$ cat config.mk
export PLATFORM = sky130hd
export DESIGN_NAME = hcube_router
export DESIGN_NICKNAME = d
export VERILOG_FILES = /design/src/rtl/hc_pkg.sv /design/src/rtl/hc_route.sv /design/src/rtl/hc_rr_arb.sv /design/src/rtl/hc_out_slot.sv /design/src/rtl/hcube_router.sv
export SDC_FILE = /design/constraint.sdc
export NUM_CORES = 1
export LEC_CHECK = 0
export BUFFER_PORTS_ARGS = -buffer_cell sky130_fd_sc_hd__buf_2
export CAP_MARGIN = 15
export CORE_MARGIN = 4
export CORE_UTILIZATION = 55
export DETAILED_ROUTE_END_ITERATION = 8
export PLACE_DENSITY = 0.79
export SYNTH_ARGS = -nofsm -noshare
export SYNTH_HDL_FRONTEND = slang
export SYNTH_SLANG_ARGS = --single-unit
$ cat constraint.sdc
create_clock -name clk -period 10.43 [get_ports clk]
set_clock_uncertainty 0.05 [all_clocks]
set_input_delay 1.043 -clock clk [delete_from_list [all_inputs] [get_ports clk]]
set_output_delay 1.043 -clock clk [all_outputs]
set_load 0.01 [all_outputs]
$ cat src/rtl/hc_pkg.sv
package hc_pkg;
  // Index of the highest set bit, or -1 when the vector is zero.
  function automatic int hc_lead_one(input logic [31:0] v);
    int r;
    r = -1;
    for (int b = 0; b < 32; b++) begin
      if (v[b]) r = b;
    end
    return r;
  endfunction
endpackage

$ cat src/rtl/hc_route.sv
module hc_route
  import hc_pkg::*;
#(
  parameter int DIM = 3
) (
  input  logic [DIM-1:0] node_id,
  input  logic [DIM-1:0] dest,
  output logic [DIM:0]   req
);
  logic [DIM-1:0] diff;
  int             lead;

  assign diff = dest ^ node_id;
  assign lead = hc_lead_one(32'(diff));

  // One request bit per link dimension, top bit for local ejection.
  always_comb begin
    for (int b = 0; b < DIM; b++) req[b] = (lead == b);
    req[DIM] = (diff == '0);
  end
endmodule

$ cat src/rtl/hc_rr_arb.sv
module hc_rr_arb #(
  parameter int N = 4
) (
  input  logic         clk,
  input  logic         rst_n,
  input  logic         en,
  input  logic [N-1:0] req,
  output logic [N-1:0] gnt
);
  localparam int IW = (N > 1) ? $clog2(N) : 1;

  logic [IW-1:0] last;
  logic [IW-1:0] pick;
  logic          hit;

  // Search starts one past the previous winner and wraps around.
  always_comb begin
    gnt  = '0;
    hit  = 1'b0;
    pick = last;
    for (int off = 1; off <= N; off++) begin
      int t;
      t = int'(last) + off;
      if (t >= N) t = t - N;
      if (!hit && en && req[t]) begin
        hit    = 1'b1;
        gnt[t] = 1'b1;
        pick   = IW'(t);
      end
    end
  end

  always_ff @(posedge clk or negedge rst_n) begin
    if (!rst_n)   last <= IW'(N - 1);
    else if (hit) last <= pick;
  end


  gnt_onehot_chk: assert property (@(posedge clk) disable iff (!rst_n)
    $onehot0(gnt));

  gnt_req_chk: assert property (@(posedge clk) disable iff (!rst_n)
    (gnt & ~req) == '0);

  gnt_free_chk: assert property (@(posedge clk) disable iff (!rst_n)
    (|gnt) |-> en);
endmodule

$ cat src/rtl/hc_out_slot.sv
module hc_out_slot #(
  parameter int W = 11
) (
  input  logic         clk,
  input  logic         rst_n,
  input  logic         load,
  input  logic [W-1:0] din,
  output logic         o_valid,
  input  logic         o_ready,
  output logic [W-1:0] o_data
);
  always_ff @(posedge clk or negedge rst_n) begin
    if (!rst_n) begin
      o_valid <= 1'b0;
      o_data  <= '0;
    end else if (load) begin
      o_valid <= 1'b1;
      o_data  <= din;
    end else if (o_valid && o_ready) begin
      o_valid <= 1'b0;
    end
  end


  no_overwrite_chk: assert property (@(posedge clk) disable iff (!rst_n)
    load |-> !o_valid);

  stall_hold_chk: assert property (@(posedge clk) disable iff (!rst_n)
    (o_valid && !o_ready) |=> (o_valid && $stable(o_data)));
endmodule

$ cat src/rtl/hcube_router.sv
module hcube_router
  import hc_pkg::*;
#(
  parameter int DIM   = 3,
  parameter int PAY_W = 8
) (
  input  logic                         clk,
  input  logic                         rst_n,
  input  logic [DIM-1:0]               node_id,
  input  logic                         inj_valid,
  output logic                         inj_ready,
  input  logic [PAY_W+DIM-1:0]         inj_data,
  input  logic [DIM-1:0]               lnk_in_valid,
  output logic [DIM-1:0]               lnk_in_ready,
  input  logic [DIM*(PAY_W+DIM)-1:0]   lnk_in_data,
  output logic [DIM-1:0]               lnk_out_valid,
  input  logic [DIM-1:0]               lnk_out_ready,
  output logic [DIM*(PAY_W+DIM)-1:0]   lnk_out_data,
  output logic                         ej_valid,
  input  logic                         ej_ready,
  output logic [PAY_W+DIM-1:0]         ej_data
);
  localparam int PKT_W = PAY_W + DIM;
  localparam int NP    = DIM + 1;   // ports: links 0..DIM-1, local at DIM

  logic [NP-1:0]    in_v, in_rdy, o_v, o_r, load;
  logic [PKT_W-1:0] in_pkt  [NP];
  logic [PKT_W-1:0] o_pkt   [NP];
  logic [PKT_W-1:0] win_pkt [NP];
  logic [NP-1:0]    want    [NP];   // want[input][output]
  logic [NP-1:0]    bid     [NP];   // bid[output][input]
  logic [NP-1:0]    gnt     [NP];   // gnt[output][input]

  assign in_v         = {inj_valid, lnk_in_valid};
  assign o_r          = {ej_ready, lnk_out_ready};
  assign inj_ready    = in_rdy[DIM];
  assign lnk_in_ready = in_rdy[DIM-1:0];
  assign lnk_out_valid = o_v[DIM-1:0];
  assign ej_valid     = o_v[DIM];
  assign ej_data      = o_pkt[DIM];

  genvar i, o;
  generate
    for (i = 0; i < NP; i++) begin : g_in
      if (i < DIM) begin : g_lnk
        assign in_pkt[i] = lnk_in_data[i*PKT_W +: PKT_W];
      end else begin : g_loc
        assign in_pkt[i] = inj_data;
      end
      hc_route #(.DIM(DIM)) u_route (
        .node_id (node_id),
        .dest    (in_pkt[i][DIM-1:0]),
        .req     (want[i])
      );
    end

    for (o = 0; o < NP; o++) begin : g_out
      for (i = 0; i < NP; i++) begin : g_bid
        assign bid[o][i] = in_v[i] & want[i][o];
      end

      hc_rr_arb #(.N(NP)) u_arb (
        .clk   (clk),
        .rst_n (rst_n),
        .en    (!o_v[o]),
        .req   (bid[o]),
        .gnt   (gnt[o])
      );

      always_comb begin
        win_pkt[o] = '0;
        for (int k = 0; k < NP; k++) begin
          if (gnt[o][k]) win_pkt[o] = win_pkt[o] | in_pkt[k];
        end
      end

      assign load[o] = |gnt[o];

      hc_out_slot #(.W(PKT_W)) u_slot (
        .clk     (clk),
        .rst_n   (rst_n),
        .load    (load[o]),
        .din     (win_pkt[o]),
        .o_valid (o_v[o]),
        .o_ready (o_r[o]),
        .o_data  (o_pkt[o])
      );

      if (o < DIM) begin : g_lnk_out
        assign lnk_out_data[o*PKT_W +: PKT_W] = o_pkt[o];


        fwd_dim_chk: assert property (@(posedge clk) disable iff (!rst_n)
          lnk_out_valid[o] |->
            (((lnk_out_data[o*PKT_W +: DIM] ^ node_id) >> o) == DIM'(1)));

        arrive_dim_chk: assert property (@(posedge clk) disable iff (!rst_n)
          lnk_in_valid[o] |->
            (((lnk_in_data[o*PKT_W +: DIM] ^ node_id) >> o) == '0));
      end
    end
  endgenerate

  always_comb begin
    in_rdy = '0;
    for (int p = 0; p < NP; p++) begin
      for (int q = 0; q < NP; q++) begin
        in_rdy[q] = in_rdy[q] | gnt[p][q];
      end
    end
  end


  eject_id_chk: assert property (@(posedge clk) disable iff (!rst_n)
    ej_valid |-> (ej_data[DIM-1:0] == node_id));
endmodule

# [After elaboration in Yosys (flattened, before gate mapping)]
# Cells that the tools add are included.
[totals] ff_bits=56 in_bits=57 out_inout_bits=52 wordCells=424
[classes] n_addsub=32 order_cmp=48 eq_ne=8 n_mux=180 bitwise=56 n_reduce_logical=88
[op_table] op="$mux 32" n=28
[op_table] op="$ge 32x1->1 const B" n=16
[op_table] op="$ge 32x4->1 const B" n=16
[op_table] op="$lt 32x4->1 const B" n=16
[op_table] op="$sub 32x4->32 const B" n=16
[op_table] op="$mux 11" n=16
[op_table] op="$or 11x11->11" n=12
[op_table] op="$eq 32x2->1 const B" n=4
[op_table] op="$eq 32x3->1 const B" n=4
[op_table] op="$logic_not 32->1" n=4
[op_table] op="$mux 1" n=72
[op_table] op="$mux 4" n=16
[op_table] op="$logic_and 1x1->1" n=48
[op_table] op="$or 4x4->4" n=12
[op_table] op="$bmux 1 s2" n=16
[op_table] op="$demux 1 s2" n=16
[op_table] op="$mux 2" n=16
[op_table] op="$add 2x2->3 const B" n=8
[op_table] op="$add 2x3->4 const B" n=4
[op_table] op="$and 1x1->1" n=16
[op_table] op="$logic_not 1->1" n=16
[op_table] op="$reduce_bool 4->1" n=4
[op_table] op="$reduce_or 4->1" n=4
[op_table] op="$add 2x1->3 const B" n=4
[op_table] op="5 further kinds" n=28

# [Logic depth before layout (Yosys ltp)]
[depth] depth_word=30 ltp_mapped=13 ltp_nobuf=10

# [Hierarchy]
# From an unflattened synthesis, not the netlist that was laid out.
[unflattened] hier_cells=516 hier_area_um2=5459.0
[modules_own_cells] mod="hc_out_slot" n_inst=4 cells_each=26 area_each_um2=481.7 seq_area_each_um2=300.3
[modules_own_cells] mod="hc_rr_arb at g_out[1].u_arb ..." n_inst=3 cells_each=53 area_each_um2=595.6 seq_area_each_um2=52.6
[modules_own_cells] mod="hcube_router" n_inst=1 cells_each=176 area_each_um2=1081.0 seq_area_each_um2=0.0
[modules_own_cells] mod="hc_rr_arb at g_out[0].u_arb" n_inst=1 cells_each=53 area_each_um2=484.2 seq_area_each_um2=52.6
[modules_own_cells] mod="hc_route" n_inst=4 cells_each=6 area_each_um2=45.0 seq_area_each_um2=0.0

# [Worst setup path after synthesis]
# Ideal clock, no wire load.
[synth_timing] path_type="in2out" from="input node_id[2]" to="output inj_ready" arrival_ps=3760 required_time_ps=9337 path_slack_ps=5577 path_stages=9 path_buffers=2 cell_sequence="buf_6 -> xnor2_1 -> nand3_1 -> mux4_2 -> a21boi_2 -> a31o_2 -> buf_2 -> or2_2 -> or4_1"
[synth_via] elab_chain_len=24 elab_cells_between_ends=171 classes_between="eq/ne: 8; mux: 80; bitwise: 35; reduce/logical: 48"
[synth_lines] item="start, declared" line_no="hcube_router.sv:9" text="input logic [DIM-1:0] node_id,"
[synth_lines] item="$xor 3x3->3" line_no="hc_route.sv:13" text="assign diff = dest ^ node_id;"
[synth_lines] item="$mux 32" line_no="hc_pkg.sv:7" text="if (v[b]) r = b;"
[synth_lines] item="$eq 32x2->1 / $logic_not 32->1 (equally long branches)" line_no="hc_route.sv:18" text="for (int b = 0; b < DIM; b++) req[b] = (lead == b);"
[synth_lines] item="$and 1x1->1" line_no="hcube_router.sv:59" text="assign bid[o][i] = in_v[i] & want[i][o];"
[synth_lines] item="$bmux 1 s2" line_no="hc_rr_arb.sv:25" text="if (!hit && en && req[t]) begin"
[synth_lines] item="$mux 1 (implied by the code) (2 in a row)" line_no="hc_rr_arb.sv:25"
[synth_lines] item="$logic_and 1x1->1" line_no="hc_rr_arb.sv:25"
[synth_lines] item="$mux 1" line_no="hc_rr_arb.sv:25"
[synth_lines] item="[4 not listed]"
[synth_lines] item="$logic_not 1->1" line_no="hc_rr_arb.sv:25"
[synth_lines] item="$logic_and 1x1->1 (2 in a row)" line_no="hc_rr_arb.sv:25"
[synth_lines] item="$mux 1" line_no="hc_rr_arb.sv:25"
[synth_lines] item="$logic_not 1->1" line_no="hc_rr_arb.sv:25"
[synth_lines] item="$logic_and 1x1->1 (2 in a row)" line_no="hc_rr_arb.sv:25"
[synth_lines] item="$mux 4" line_no="hc_rr_arb.sv:25"
[synth_lines] item="$or 1x1->1 (2 in a row)" line_no="hcube_router.sv:108" text="in_rdy[q] = in_rdy[q] | gnt[p][q];"
[synth_lines] item="$or 1x1->1 (*)" line_no="hcube_router.sv:108"
[synth_lines] item="end, declared" line_no="hcube_router.sv:11" text="output logic inj_ready,"
# Every way passes the cells marked *; elsewhere a longest branch is shown, timed or not. The select of a mux whose other input is x is not followed.

# [Worst setup path after layout]
# Ends and elaborated chain as after synthesis.

==> results.toml <==
[worst_hold_path]
holdCritStartpoint = "g_out[3].u_slot.o_data[8]$_DFFE_PN0P_"
hold_path.class = "register to register"
whs_path_depth = 1

[die]
die-area_um2 = 12300
core_area_um2 = 10300
fp-row-count = 37
die_x_um = 111
fp.dieH_um = 111
pin_count = 109
initial_core_util = 0.566

[clock_tree]
clock_sinks = 56
numCtsBuffers = 5
cts-resized-gates = 0
cts.path.max_buffers = 2
ctsHoldBuffers = 0
clk_latency_ns = 0.32
cts_setup_buffers = 0
htreeDepth = 2
cts.clk_slew.worst_paths_ns = 0.10
root_buffer = "clkbuf_8"
cts_tree = "yes"

[synthesis]
postSynthNetCount = 768
netlist_area_um2 = 5840
yosys_warnings = 0
avgSynthCellArea_um2 = 8.56
synthCells = 683
synth.distinct_cells = 67
synthFlopType = "dfrtp_1"
async_reset_ff_frac = 1.00
ys_ff_latch = 56
synth-edff-count = 0
yosysSeqAreaShare = 0.242

[critical_path]
r2r-start = "g_out[0].u_arb.last[0]$_DFFE_PN1P_"
crit_required_ns = 9.34
worstSetupEndpointType = "output pin"
cpMostUsedCell = "buf_2"
crit_fanout = 13
crit_start = "node_id[2]"
cp-start-kind = "input pin"
cpLargestDelayFamily = "simple AND/OR/NAND/NOR gates"
path_class = "input pin to output pin"
crit_buf_inv = 2
cp_num_cells = 9
crit_path_max_incr_delay_ns = 0.63
r2r_cells = 9
worstPathArrival_ns = 4.43
cp_slowest_cell = "xnor2_1"
path_cells = "buf_2 > xnor2_1 > nand3_1 > mux4_2 > a21boi_2 > a31o_2 > or2_2 > or4_1 > buf_2"

[routing]
routed.top_layer = "met5"
drt-met1-wl_um = 8460
vias_per_cell = 7.00
wl_met3_um = 2250
ant_nets = 0
drt-wirelength-per-cell_um = 22.3
first_pass_iters = 6
wl_met2_um = 8820
remaining_drc_errors = 0
drt-initial-drc-count = 938
num_vias = 6263
routed_wl_um = 20000

[place]
globalplace.congestion = 0.981
portBuffers = 108
dp_hpwl_um = 15000
pre_cts_slack_ns = 5.00

[cells_and_area]
antenna_cells = 0
layout-drive-gt1-share = 0.248
nNetsFinal = 844
synthToLayoutAreaGrowth_pct = 10.9

[flow_run]
cap_viol_max_count = 0

[timing]
fmax_mhz = 181
tns_ns = 0
fin_crit_sh = 0.529
worst_slack_ns = 4.91
rsz0062_at_grt = "no"
tightest_slew_ns = 0.852
finalMaxSlewViolations = 0
period_needed_ns = 5.52
hold_violations = 0
slew_headroom = 0.432
finalSetupViolCount = 0

[global_route]
antenna_found_initial = 1
grt_pass1_wl_um = 31900
grt_usage = 0.316
grt_overflow = 0
grt_max_degree = 57
grt_pass1_vias = 5836

[power]
max-vdd-ir-drop_v = 0.000174
p_per_area_nw_per_um2 = 289
p_leak_nw = 2.72

[status]
status = "finished clean"
metal layers:
| metal | track usage | up-vias |
|---|---|---|
| li1 | - | 2824 |
| met1 | 0.457 | 2988 |
| met2 | 0.475 | 407 |
| met3 | 0.0731 | 42 |
| met4 | 0.0916 | 2 |
| met5 | 0 | - |
per-stage QoR:
stage          std cells  hold slack (ns)  cell area (µm²)  utilization  total power, mW
4_1_cts              895            0.462             6480        0.628             1.85
5_1_grt              895            0.480             6480        0.628             2.02
2_1_floorplan        683            0.475             5840            -             1.36
6_report             895            0.462             6480        0.628             1.87
3_3_place_gp         888            0.433             6400        0.620             1.69
3_5_place_dp         888            0.438             6400        0.620             1.73
cells in the mapped netlist, drive strengths merged (22+ instances only):
cell / number / area, µm²
o221ai: 22 / 193
nor2: 36 / 135
nand4: 24 / 150
mux2: 24 / 270
inv: 44 / 165
ha: 28 / 350
nand2: 44 / 165
a22oi: 63 / 473
nand3: 25 / 125
clkbuf: 33 / 125
dfrtp: 48 / 1200
nor4: 27 / 169
where the power goes:
| part | internal, mW | total (mW) | switching [mW] |
|---|---|---|---|
| Sequential | 0.336 | 0.454 | 0.118 |
| Clock | 0.0458 | 0.123 | 0.0767 |
| Combinational | 0.538 | 1.30 | 0.758 |
| Total | 0.921 | 1.87 | 0.952 |
placed cells by master, fill, tap and decap left out, drive strengths merged, types with 4 or more instances in the layout:
cell / n
a41oi: 6
a211oi: 7
nor2b: 13
nand2: 44
a32oi: 6
buf: 121
xnor2: 12
dfrtp: 48
a22o: 10
or4: 10
a22oi: 63
a31oi: 21
o21ai: 18
ha: 28
a221oi: 7
nand4: 24
and3: 9
nor3: 13
clkbuf: 5
o221ai: 22
nand2b: 7
dfstp: 8
nor3b: 4
nor4: 27
nor2: 36
and4: 12
xor2: 8
inv: 44
nand3: 25
mux4: 13
o211a: 6
a21oi: 12
or3: 4
mux2: 24
worst paths after layout:
path                                                         end  slack, ns
min in group asynchronous    g_out[0].u_slot.o_valid$_DFFE_PN0P_       0.80
hold reg to reg            g_out[3].u_slot.o_data[8]$_DFFE_PN0P_       0.46
max in group asynchronous    g_out[2].u_slot.o_valid$_DFFE_PN0P_       9.01
setup / recovery                                       inj_ready       4.91
setup reg to reg           g_out[0].u_slot.o_data[7]$_DFFE_PN0P_       5.88
hold / removal             g_out[3].u_slot.o_data[8]$_DFFE_PN0P_       0.46
worst register-to-register path: stages, from the launching register on:
cell	delay (ns)
dfstp_2	0.89
inv_1	0.24
ha_1	0.37
inv_1	0.15
mux4_2	0.58
a32o_1	0.27
o31a_1	0.50
or4_1	1.01
nor2_1	0.25
a31oi_1	0.07
state kept, by name, summed over array words and instances (netlist names):
| signal | count |
|---|---|
| g_out.u_slot.o_valid | 4 |
| g_out.u_slot.o_data | 44 |
| g_out.u_arb.last | 8 |
cell families (layout without fill, tap and decap cells):
kind of cell    count (synthesis)  in the layout  synth area share
flops                          56             56             0.242
mux                            39             39            0.0998
compound gates                204            204             0.264
buf+inv                        98            174            0.0724
simple gates                  238            238             0.225
xor+xnor                       20             20            0.0370
fa+ha+maj                      28             28            0.0600
cell type report:
cell class              instances  area, µm²
inverters                      46        173
clock buffers                   5       68.8
repair buffers                121        638
clock inverters                 2       12.5
multi-input cells             529       4010
well taps                     136        170
fillers                       877       3840
flip-flops and latches         56       1410
No activity file was read; power rests on OpenSTA's default activity.
